$ cat src/rtl/sdc_pkg.sv
package sdc_pkg;
  localparam logic [7:0] OFS_CMD = 8'h00;
  localparam logic [7:0] OFS_ARG = 8'h04;
  localparam logic [7:0] OFS_RSP = 8'h10;
  localparam int         WORD_W  = 32;
  localparam int         GO_BIT  = 15;

  typedef struct packed {
    logic       busy_wait;
    logic       no_rsp;
    logic       long_rsp;
    logic       wr_data;
    logic       rd_data;
    logic [5:0] index;
  } cmd_t;

  function automatic cmd_t unpack_cmd(input logic [31:0] w);
    cmd_t c;
    c.index     = w[5:0];
    c.rd_data   = w[6];
    c.wr_data   = w[7];
    c.long_rsp  = w[9];
    c.no_rsp    = w[10];
    c.busy_wait = w[11];
    return c;
  endfunction
endpackage

$ cat src/rtl/sdc_reg_decode.sv
module sdc_reg_decode #(
  parameter int ADDR_W = 8
) (
  input  logic              wr_en_i,
  input  logic [ADDR_W-1:0] addr_i,
  output logic              cmd_wr_o,
  output logic              arg_wr_o
);
  import sdc_pkg::*;
  assign cmd_wr_o = wr_en_i && (addr_i == ADDR_W'(OFS_CMD));
  assign arg_wr_o = wr_en_i && (addr_i == ADDR_W'(OFS_ARG));
endmodule

$ cat src/rtl/sdc_cmd_seq.sv
module sdc_cmd_seq (
  input  logic                 clk_i,
  input  logic                 rst_ni,
  input  logic                 cmd_wr_i,
  input  logic                 arg_wr_i,
  input  logic [31:0]          wdata_i,
  input  logic                 eng_done_i,
  input  logic                 eng_timeout_i,
  input  logic                 eng_crc_err_i,
  output sdc_pkg::cmd_t        cmd_o,
  output logic [31:0]          arg_o,
  output logic                 run_o,
  output logic                 fail_o,
  output logic                 start_o,
  output logic                 cap_o,
  output logic                 cap_long_o
);
  import sdc_pkg::*;

  cmd_t        cmd_q;
  logic [31:0] arg_q;
  logic        run_q, fail_q, start_q;
  logic        launch, finish, bad;

  assign launch = cmd_wr_i && !run_q && wdata_i[GO_BIT];
  assign finish = run_q && eng_done_i;
  assign bad    = eng_timeout_i || eng_crc_err_i;

  always_ff @(posedge clk_i or negedge rst_ni) begin
    if (!rst_ni) begin
      cmd_q   <= '0;
      arg_q   <= '0;
      run_q   <= 1'b0;
      fail_q  <= 1'b0;
      start_q <= 1'b0;
    end else begin
      start_q <= launch;
      if (arg_wr_i && !run_q) arg_q <= wdata_i;
      if (cmd_wr_i && !run_q) cmd_q <= unpack_cmd(wdata_i);
      if (launch) begin
        run_q  <= 1'b1;
        fail_q <= 1'b0;
      end else if (finish) begin
        run_q  <= 1'b0;
        fail_q <= bad;
      end
    end
  end

  assign cmd_o      = cmd_q;
  assign arg_o      = arg_q;
  assign run_o      = run_q;
  assign fail_o     = fail_q;
  assign start_o    = start_q;
  assign cap_o      = finish && !bad && !cmd_q.no_rsp;
  assign cap_long_o = cmd_q.long_rsp;


  start_pulse_chk: assert property (@(posedge clk_i) disable iff (!rst_ni)
    start_q |=> !start_q);

  run_fall_chk: assert property (@(posedge clk_i) disable iff (!rst_ni)
    $fell(run_q) |-> $past(eng_done_i));

  busy_hold_chk: assert property (@(posedge clk_i) disable iff (!rst_ni)
    run_q |=> $stable(cmd_q) && $stable(arg_q));

  fail_clear_chk: assert property (@(posedge clk_i) disable iff (!rst_ni)
    start_q |-> !fail_q && run_q);

  idle_done_chk: assert property (@(posedge clk_i) disable iff (!rst_ni)
    (!run_q && eng_done_i && !cmd_wr_i) |=> $stable(fail_q) && !run_q);
endmodule

$ cat src/rtl/sdc_resp_store.sv
module sdc_resp_store #(
  parameter int NWORDS = 4,
  parameter int WORD_W = 32
) (
  input  logic                          clk_i,
  input  logic                          rst_ni,
  input  logic                          cap_i,
  input  logic                          long_i,
  input  logic [NWORDS*WORD_W-1:0]      resp_i,
  output logic [NWORDS-1:0][WORD_W-1:0] words_o
);
  logic [NWORDS-1:0][WORD_W-1:0] words_q;

  for (genvar i = 0; i < NWORDS; i++) begin : g_word
    logic load;
    if (i == 0) begin : g_first
      assign load = cap_i;
    end else begin : g_rest
      assign load = cap_i && long_i;
    end
    always_ff @(posedge clk_i or negedge rst_ni) begin
      if (!rst_ni)   words_q[i] <= '0;
      else if (load) words_q[i] <= resp_i[i*WORD_W +: WORD_W];
    end
  end

  assign words_o = words_q;


  hold_chk: assert property (@(posedge clk_i) disable iff (!rst_ni)
    !cap_i |=> $stable(words_q));

  short_keep_chk: assert property (@(posedge clk_i) disable iff (!rst_ni)
    (cap_i && !long_i) |=> $stable(words_q[NWORDS-1]));
endmodule

$ cat src/rtl/sd_cmd_issue.sv
module sd_cmd_issue #(
  parameter int ADDR_W    = 8,
  parameter int RSP_WORDS = 4
) (
  input  logic                    clk_i,
  input  logic                    rst_ni,
  input  logic                    wr_en_i,
  input  logic [ADDR_W-1:0]       addr_i,
  input  logic [31:0]             wdata_i,
  output logic [31:0]             rdata_o,
  output logic                    eng_start_o,
  output logic [5:0]              eng_index_o,
  output logic [31:0]             eng_arg_o,
  output logic                    eng_long_o,
  output logic                    eng_none_o,
  output logic                    eng_busy_o,
  output logic                    eng_rd_o,
  output logic                    eng_wr_o,
  input  logic                    eng_done_i,
  input  logic [RSP_WORDS*32-1:0] eng_resp_i,
  input  logic                    eng_timeout_i,
  input  logic                    eng_crc_err_i
);
  import sdc_pkg::*;
  localparam int RSP_W = RSP_WORDS * WORD_W;

  logic cmd_wr, arg_wr, run, fail, cap, cap_long;
  cmd_t cmd;
  logic [31:0] arg;
  logic [RSP_WORDS-1:0][WORD_W-1:0] words;

  sdc_reg_decode #(.ADDR_W(ADDR_W)) i_dec (
    .wr_en_i (wr_en_i),
    .addr_i  (addr_i),
    .cmd_wr_o(cmd_wr),
    .arg_wr_o(arg_wr)
  );

  sdc_cmd_seq i_seq (
    .clk_i        (clk_i),
    .rst_ni       (rst_ni),
    .cmd_wr_i     (cmd_wr),
    .arg_wr_i     (arg_wr),
    .wdata_i      (wdata_i),
    .eng_done_i   (eng_done_i),
    .eng_timeout_i(eng_timeout_i),
    .eng_crc_err_i(eng_crc_err_i),
    .cmd_o        (cmd),
    .arg_o        (arg),
    .run_o        (run),
    .fail_o       (fail),
    .start_o      (eng_start_o),
    .cap_o        (cap),
    .cap_long_o   (cap_long)
  );

  sdc_resp_store #(.NWORDS(RSP_WORDS), .WORD_W(WORD_W)) i_rsp (
    .clk_i  (clk_i),
    .rst_ni (rst_ni),
    .cap_i  (cap),
    .long_i (cap_long),
    .resp_i (eng_resp_i[RSP_W-1:0]),
    .words_o(words)
  );

  assign eng_index_o = cmd.index;
  assign eng_arg_o   = arg;
  assign eng_long_o  = cmd.long_rsp;
  assign eng_none_o  = cmd.no_rsp;
  assign eng_busy_o  = cmd.busy_wait;
  assign eng_rd_o    = cmd.rd_data;
  assign eng_wr_o    = cmd.wr_data;

  always_comb begin
    rdata_o = '0;
    if (addr_i == ADDR_W'(OFS_CMD))
      rdata_o = {16'h0, run, fail, 2'b00, cmd.busy_wait, cmd.no_rsp,
                 cmd.long_rsp, 1'b0, cmd.wr_data, cmd.rd_data, cmd.index};
    else if (addr_i == ADDR_W'(OFS_ARG))
      rdata_o = arg;
    for (int i = 0; i < RSP_WORDS; i++)
      if (addr_i == ADDR_W'(32'(OFS_RSP) + 32'(4 * i))) rdata_o = words[i];
  end


  start_idle_chk: assert property (@(posedge clk_i) disable iff (!rst_ni)
    eng_start_o |-> $past(!run && cmd_wr && wdata_i[GO_BIT]));
endmodule

$ cat config.mk
export PLATFORM = sky130hd
export DESIGN_NAME = sd_cmd_issue
export DESIGN_NICKNAME = d
export VERILOG_FILES = /design/src/rtl/sdc_pkg.sv /design/src/rtl/sdc_reg_decode.sv /design/src/rtl/sdc_cmd_seq.sv /design/src/rtl/sdc_resp_store.sv /design/src/rtl/sd_cmd_issue.sv
export SDC_FILE = /design/constraint.sdc
export NUM_CORES = 1
export LEC_CHECK = 0
export BUFFER_PORTS_ARGS = -buffer_cell sky130_fd_sc_hd__buf_4
export CORE_UTILIZATION = 30
export CTS_CLUSTER_DIAMETER = 40
export DETAILED_ROUTE_END_ITERATION = 8
export GPL_TIMING_DRIVEN = 1
export PLACE_DENSITY = 0.51
export SLEW_MARGIN = 40
export SYNTH_ARGS = -nofsm -noshare
export SYNTH_HDL_FRONTEND = slang
export SYNTH_HIERARCHICAL = 1
export SYNTH_SLANG_ARGS = --single-unit
export TNS_END_PERCENT = 50
$ cat constraint.sdc
create_clock -name clk_i -period 3.5 [get_ports clk_i]
set_clock_uncertainty 0.05 [all_clocks]
set_input_delay 0.7 -clock clk_i [delete_from_list [all_inputs] [get_ports clk_i]]
set_output_delay 0.7 -clock clk_i [all_outputs]
set_load 0.02 [all_outputs]
== After elaboration in Yosys (flattened, before gate mapping) ==
Index checks and enable logic that the tools add are counted.
Widths: inputs -> output; s select.
Storage, ports and cells
  register bits after elaboration: 174
  logic and storage cells: 44
  output and inout bits: 76
Operators by class
  mux-type cells: 10
  reductions and logical operators: 15
  equality and inequality tests: 5
Operators with widths (number)
  $mux 32: 6
  $eq 8x5->1 const B: 4
  $logic_and 1x1->1: 9
  $eq 8x3->1 const B: 1
  $logic_not 8->1: 1
  $mux 1: 4
  $logic_not 1->1: 3
  $reduce_bool 2->1: 1
  $logic_or 1x1->1: 1

== Logic depth before layout (Yosys ltp) ==
Gate-level depths: netlist of run 1.
  word-level depth: 7
  mapped depth: 7
  depth with buffers taken out: 4

== Modules after synthesis ==
The synthesis of run 1 kept the hierarchy.
Modules (own cells, without submodules)
  sdc_resp_store: times used 1, cells an instance 271, area each 4904.7 sq um
  sdc_cmd_seq: times used 1, cells an instance 105, area each 1868.0 sq um
  sd_cmd_issue: times used 1, cells an instance 201, area each 1591.5 sq um
  sdc_reg_decode: times used 1, cells an instance 5, area each 31.3 sq um

== Worst setup path before layout of run 1 ==
No wires, ideal clock.
  path type: input to output
  start: input addr_i[7]
  end: output rdata_o[3]
  arrival: 2.313 ns
  cell stages on the path: 6
  path buffers: 2
  data required time: 2.750 ns
  slack: 0.437 ns
  path through: or4b_1 buf_4 nor2_8 buf_12 a221oi_2 o32ai_1
Between the ends
  cells in the longest elaborated chain, start to end: 7
  elaborated cells on any way between the ends: 12
  classes of those cells: eq/ne (5); mux (6); reduce/logical (1)
Ends and longest elaborated chain
  from (decl): line sd_cmd_issue.sv:8  | input logic [ADDR_W-1:0] addr_i,
  $eq 8x3->1: line sd_cmd_issue.sv:79  | else if (addr_i == ADDR_W'(OFS_ARG))
  $mux 32: line sd_cmd_issue.sv:79
  $mux 32: line sd_cmd_issue.sv:76  | if (addr_i == ADDR_W'(OFS_CMD))
  $mux 32 (3 in a row): line sd_cmd_issue.sv:82  | if (addr_i == ADDR_W'(32'(OFS_RSP) + 32'(4 * i))) rdata_o = words[i];
  $mux 32 *: line sd_cmd_issue.sv:82
  to (decl): line sd_cmd_issue.sv:10  | output logic [31:0] rdata_o,
Mark *: on every way between the ends. The rest lies on a longest branch, timed or not.

== Worst setup path after layout of run 1 ==
  start: input addr_i[7]
  end: output rdata_o[1]
Same word-level chain as after synthesis.

==> metrics.md, run 1 <==
| Metric | Value |
|---|---|
| Drt first pass iters | `4` |
| Crit Path Max Fanout | `16` |
| Number of synthesized flops with an enable pin | `0` |
| Largest net degree at the start of global routing | `102` |
| Post CTS Setup Buffer Count | `0` |
| Reg area | `4354 um2` |
| Hpwl dp | `18090 um` |
| CTS Buf Count | `17` |
| Yosys Warn Count | `6` |
| Layout cells sized above 1 | `61.12%` |
| Die area | `28660 um2` |
| Area of the multi-input gates | `3754 um2` |
| Final net count | `1002` |
| Fin crit share | `97.64%` |
| Worst r2r dst | `i_rsp/words_o[12]$_DFFE_PN0P_` |
| RSZ-0062 raised after global routing | `false` |
| Layout area overhead | `34.80%` |
| Critical R2R Launch | `i_seq/run_o$_DFFE_PN0P_` |
| Pwr/cell area | `391.8 nW/um2` |
| Clk Tree Root Cell | `clkbuf_16` |
| CTS Hold Bufs | `0` |
| Avg Vias per Cell | `4.805` |
| Filler cell count | `2633` |
| DR DRC count | `0` |
| Register area share after synthesis | `51.86%` |
| Number of synthesized register bits | `174` |
| Core footprint | `27180 um2` |
| Setup TNS | `0 ps` |
| Type of the worst min-delay path | `in -> async` |
| Starting Density | `30.89%` |
| Chip Width | `169.3 um` |
| Synth Net Count | `756` |
| Leak | `5.779 nW` |
| Hold Vio Cnt, Final | `0` |
| Initial antenna violation count | `0` |
| Mapped Cells | `582` |
| Critical Path End Type | `output port` |
| Antenna Nets Post-Route | `0` |
| Total gr overflow | `0` |
| Path depth of the worst reg2reg path | `4` |
| Status | `completed` |
| Most common flop cell mapped by yosys | `dfrtp_1` |
| GPL Wtd Cong | `0.7829` |
| # rows | `60` |
| Distinct cells, synth | `44` |
| Critical Path Start Type | `input pin` |
| Die Span Y | `169.3 um` |
| Post-layout min period | `3417 ps` |
| Inst Count DP | `1181` |
| Critical Path RT | `2750 ps` |
| Final setup viols | `0` |
| Tot Pwr | `4.433 mW` |
| Max_cap viols | `0` |
| # diodes | `0` |
| WL/cell | `21.05 um` |
| CTS H-tree lvls | `4` |
| TritonCTS clock tree | `yes` |
| Vias | `5828` |
| Max IR drop VDD | `0.3165 mV` |
| Cell Area, Synth | `8396 um2` |
| GRT Resource Usage Total | `17.96%` |
| Clock Tree Buf Depth | `2` |
| Worst slew margin | `47.95%` |
| Clock-pin transition on the worst setup and hold timing paths | `80 ps` |
| Port Buf Inserts | `249` |
| Initial DRC Count | `194` |
| First-pass GRT wire length | `38650 um` |
| Async SR Flop Fraction | `100.0%` |
| Non-Filler Instances | `1213` |
| Slew Viols, Final | `0` |
| Slew @ Worst Pin | `780.8 ps` |
| Number of global-route vias before repair | `6404` |
| Clock insertion delay at the later pin of the skew report | `420 ps` |
| IO Pins | `250` |
| Worst Path Arrival | `2670 ps` |
| Crit path launch | `addr_i[7]` |
| Sink Count | `174` |
| FMAX | `0.2926 GHz` |
| Post_cts resized | `0` |
| WL final | `25540 um` |
| Setup CP Type | `in -> out` |
| R2R Setup Slk | `1340 ps` |
| Syn avg cell area | `14.43 um2` |
[placed cells by master (no fill, tap or decap), types with 3 or more instances in the layout]
master and instances:
nor2_1 9, or4b_1 3, mux2i_1 11, a221oi_1 3
o211ai_1 8, mux2_2 114, dfrtp_1 174, mux2_4 70
a22oi_1 22, buf_12 6, a22o_1 11, buf_4 266
a21oi_1 12, inv_8 4, o2bb2ai_1 8, a2bb2oi_1 8
clkbuf_16 17, a21boi_0 13, o21ai_0 8, inv_6 7
a221oi_2 10, nand2_1 14, o32ai_1 11
[final cells by class]
type | instances | share of cell area [%]
clock buffer | 19 | 4.002
inverter | 2 | 0.06634
tap | 372 | 4.113
timing repair buffer | 274 | 18.91
clock inverter | 13 | 1.271
sequential | 174 | 38.47
multi-input combinational | 359 | 33.17
[state kept, by name (all words and copies together) (netlist names)]
name	cells
i_rsp/words_o	128
i_seq/cmd_o	10
i_seq/arg_o	32
i_seq/run_o	1
i_seq/fail_o	1
i_seq/start_o	1
i_seq/cap_long_o	1
[worst max path at each step]
stage                     slack (ps)  cells after the start          end
after floorplan                  440                      6   rdata_o[3]
after global placement           180                      8  rdata_o[26]
after detailed placement          80                      7  rdata_o[14]
after CTS                         80                      7  rdata_o[14]
after global routing               9                      7   rdata_o[1]
final                             80                      7   rdata_o[1]
[synthesized netlist by cell type, drive strengths merged (3+ instances only)]
cell / number / area (um2)
nor2: 10 / 53.80
or4b: 3 / 30.03
and2: 3 / 21.27
a221oi: 13 / 176.4
o2bb2ai: 8 / 70.07
a22oi: 24 / 190.2
o21ai: 8 / 40.04
mux2i: 11 / 110.1
mux2: 184 / 2335
a21boi: 13 / 97.59
a2bb2oi: 8 / 70.07
nor3: 4 / 30.03
o32ai: 13 / 128.9
nand2: 15 / 58.81
o211ai: 8 / 60.06
a21oi: 12 / 60.06
a22o: 11 / 96.34
buf: 34 / 261.5
dfrtp: 174 / 4354
clkbuf: 13 / 48.80
[power breakdown]
part           internal (mW)  switching, mW
sequential              2.04         0.0278
combinational          0.222          0.192
clock                   1.06          0.898
total                   3.32           1.12
[through the flow]
stage          utilization (%)  area [um2]  setup slack, ps  hold WS [ps]
2_1_floorplan                -        8396            436.8         354.4
3_3_place_gp             39.43       10720            182.2         435.0
3_5_place_dp             39.45       10720            81.18         439.5
4_1_cts                  41.64       11320            79.13         57.64
5_1_grt                  41.64       11320            8.986         63.25
6_report                 41.64       11320            82.60         68.38
[layer usage]
layer	wire length [um]	GRT usage, %	up-vias
met2	11730	28.79	217
met3	2214	6.413	18
li1	-	-	2678
met1	11320	23.12	2915
met4	276	4.074	0
met5	0	0	-
[logic make-up (layout without fill, tap and decap cells)]
kind of cell           after synthesis  count (layout)  synth area share, %
muxes                              195             195                29.12
DFF                                174             174                51.86
AOI/OAI and AO/OA                  120             120                11.98
buffers and inverters               49             308                3.785
and+or+nand+nor                     44              44                3.249
[critical path, stage by stage]
cell and delay (ps):
buf_4 140, or4b_1 560, buf_4 260, nor2_8 290
a221oi_1 130, o32ai_1 370, buf_4 210
(Power assumes the default switching activity.)
==> run 2: changes to the inputs <==
--- a/config.mk
+++ b/config.mk
@@ -6,10 +6,11 @@
 export NUM_CORES = 1
 export LEC_CHECK = 0
-export BUFFER_PORTS_ARGS = -buffer_cell sky130_fd_sc_hd__buf_4
 export CORE_UTILIZATION = 30
 export CTS_CLUSTER_DIAMETER = 40
+export CTS_CLUSTER_SIZE = 12
 export DETAILED_ROUTE_END_ITERATION = 8
+export DONT_BUFFER_PORTS = 1
 export GPL_TIMING_DRIVEN = 1
-export PLACE_DENSITY = 0.51
+export PLACE_DENSITY = 0.44
 export SLEW_MARGIN = 40
 export SYNTH_ARGS = -nofsm -noshare
--- a/constraint.sdc
+++ b/constraint.sdc
@@ -3,3 +3,3 @@
 set_input_delay 0.7 -clock clk_i [delete_from_list [all_inputs] [get_ports clk_i]]
 set_output_delay 0.7 -clock clk_i [all_outputs]
-set_load 0.02 [all_outputs]
+set_load 0.01 [all_outputs]
==> run 2 against run 1 <==
  * The run now ends with hold timing left
  * Utilization fell by 6.9 points
  * Critical path type unchanged
  * Via count decreased by 14%
  * Non-clock buffer count decreased by 242
  * Sequential power barely moved
  * Hold slack worse by 160 ps
  * Critical path depth decreased by 1
  * Cell count is 20% lower
  * Critical endpoint unchanged
  * Setup slack better by 220 ps
  * First-iteration DRC count rose by 16%
  * Combinational power down 72%
==> metrics.md, run 2 (synthesis results as in run 1) <==
| Metric | Value |
|---|---|
| Initial DRC Count | `226 (+16%)` |
| Port Buf Inserts | `0 (-100%)` |
| Max_cap viols | `0 (unchanged)` |
| Number of global-route vias before repair | `5653 (-12%)` |
| Type of the worst min-delay path | `in -> async` |
| Leak | `4.547 nW (-21%)` |
| Critical Path End Type | `output port` |
| Sink Count | `174 (unchanged)` |
| WHS | `-88.26 ps (-156.6 ps)` |
| Crit path buffers/inverters | `2 (-1)` |
| GRT Resource Usage Total | `16.48% (-1.5 points)` |
| # rows | `60 (unchanged)` |
| Vias | `4998 (-14%)` |
| Die Span Y | `169.3 um (unchanged)` |
| Status | `complete, but fails checks` |
| IO Pins | `250 (unchanged)` |
| Non-Filler Instances | `971 (-20%)` |
| RSZ-0062 raised after global routing | `false` |
| Max incr delay on CP | `520 ps (-40 ps)` |
| Switching share of total power | `22.39% (-2.8 points)` |
| Worst r2r dst | `i_rsp/words_o[85]$_DFFE_PN0P_` |
| Clock Tree Buf Depth | `2 (unchanged)` |
| Design area | `9442 um2 (-17%)` |
| Hpwl dp | `16020 um (-11%)` |
| Core footprint | `27180 um2 (unchanged)` |
| DR DRC count | `0 (unchanged)` |
| Crit-path leading delay family | `simple AND/OR/NAND/NOR gates` |
| Initial antenna violation count | `4 (+4)` |
| Clk Tree Root Cell | `clkbuf_16` |
| Drt first pass iters | `4 (unchanged)` |
| Max reg flops | `128 (unchanged)` |
| Fin crit share | `91.39% (-6.3 points)` |
| Final net count | `760 (-24%)` |
| Slew @ Worst Pin | `789.7 ps (+8.925 ps)` |
| TritonCTS clock tree | `yes` |
| Clock group share of total power | `46.7% (+2.6 points)` |
| Die area | `28660 um2 (unchanged)` |
| WL final | `23110 um (-9.5%)` |
| Final setup viols | `0 (unchanged)` |
| Setup TNS | `0 ps (unchanged)` |
| Max IR drop VDD | `0.3663 mV (+16%)` |
| Path depth of the worst reg2reg path | `5 (+1)` |
| Slowest-stage cell, CP | `or4b_1` |
| Clock-pin transition on the worst setup and hold timing paths | `70 ps (about the same)` |
| CTS H-tree lvls | `4 (unchanged)` |
| Worst slew margin | `47.35% (-0.60 points)` |
| Avg Vias per Cell | `5.147 (+7.1%)` |
| Critical Path Start Type | `input pin` |
| R2R Setup Slk | `1300 ps (-40 ps)` |
| # diodes | `0 (unchanged)` |
| Layout area overhead | `12.46%` |
| GPL Wtd Cong | `0.7534 (-3.8%)` |
| Layout cells sized above 1 | `45.24% (-16 points)` |
| Most common cell after layout, fill and taps aside | `dfrtp_1` |
| Crit Path Max Fanout | `16 (unchanged)` |
| Total gr overflow | `0 (unchanged)` |
| Final Core Density | `34.74% (-6.9 points)` |
| Pwr/cell area | `436.2 nW/um2 (+11%)` |
| Post-layout min period | `3199 ps (-218.9 ps)` |
| Slew Viols, Final | `0 (unchanged)` |
| Reg area | `4354 um2 (unchanged)` |
| First-pass GRT wire length | `35300 um (-8.7%)` |
| Setup CP Type | `in -> out` |
| Hold Vio Cnt, Final | `174 (+174)` |
| Clock insertion delay at the later pin of the skew report | `430 ps (about the same)` |
| Inst Count DP | `939 (-20%)` |
| Cell Area, Placed | `8850 um2 (-17%)` |
| P_sw | `0.9222 mW (-17%)` |
| WL/cell | `23.80 um (+13%)` |
| Critical R2R Launch | `i_seq/run_o$_DFFE_PN0P_` |
| Comb pwr share | `2.8% (-6.5 points)` |
| Critical Path, Cell by Cell | `or4b_1, buf_4, nor2_8, a221oi_1, o32ai_1, buf_4` |
| Sequential power share | `50.6% (+4.0 points)` |
| CTS Buf Count | `17 (unchanged)` |
| Most used cell, CP | `buf_4` |
| Antenna Nets Post-Route | `0 (unchanged)` |
| Cell Int Power | `3.196 mW (-3.6%)` |
| Filler cell count | `2694 (+2.3%)` |
| Failing checks | `hold timing` |
| Area of the multi-input gates | `3754 um2 (unchanged)` |
| FMAX | `0.3126 GHz (+6.8%)` |
| Largest net degree at the start of global routing | `175 (+72%)` |
| Most frequent cells in the layout | `174 x dfrtp_1, 114 x mux2_2, 70 x mux2_4` |
| Worst Path Arrival | `2450 ps (-220 ps)` |
| Chip Width | `169.3 um (unchanged)` |
| Critical Path RT | `2750 ps (about the same)` |
| Starting Density | `30.89% (unchanged)` |
==> run 2: per-layer routing <==
layer / track usage (%) / vias to the layer above / wire length (um)
met1: 19.40 / 2551 / 9549
li1: - / 2200 / -
met2: 27.25 / 219 / 11040
met4: 5.131 / 6 / 329
met5: 0 / - / 41
met3: 6.786 / 22 / 2141
==> run 2: worst max path at each step <==
stage | slack (ps) | startpoint | endpoint | cells after the start
finish | 300 | addr_i[7] | rdata_o[1] | 6
global route | 240 | addr_i[7] | rdata_o[1] | 6
CTS | 320 | addr_i[7] | rdata_o[1] | 6
detailed placement | 320 | addr_i[7] | rdata_o[1] | 6
global placement | 360 | addr_i[7] | rdata_o[1] | 6
floorplan | 650 | addr_i[7] | rdata_o[3] | 6
==> run 2: timing repair <==
| item | in CTS | in global routing |
|---|---|---|
| gates resized for setup | 0 | 0 |
| hold endpoints to repair | 174 | 174 |
| setup buffers | 0 | 0 |
==> run 2: area by class of cell <==
type,instances,area share [%]
well taps,372,4.930
clock buffers,20,4.837
inverters,2,0.07951
multi-input cells,359,39.76
flip-flops and latches,174,46.12
clock inverters,12,1.431
repair buffers,32,2.849
==> run 2: power groups by stage <==
stage                     sequential [mW]  combinational, mW  clock [mW]
after floorplan                      2.11              0.103           0
after global placement               2.12              0.114           0
after detailed placement             2.12              0.115           0
after CTS                            2.08              0.116        1.99
after global routing                 2.09              0.124        2.08
final                                2.08              0.114        1.92
==> run 2: per-stage QoR <==
stage | setup WS (ps) | power (mW)
floorplan | 652.5 | 2.209
global placement | 360.7 | 2.235
detailed placement | 318.9 | 2.236
CTS | 315.6 | 4.187
global route | 237.2 | 4.286
finish | 301.5 | 4.118
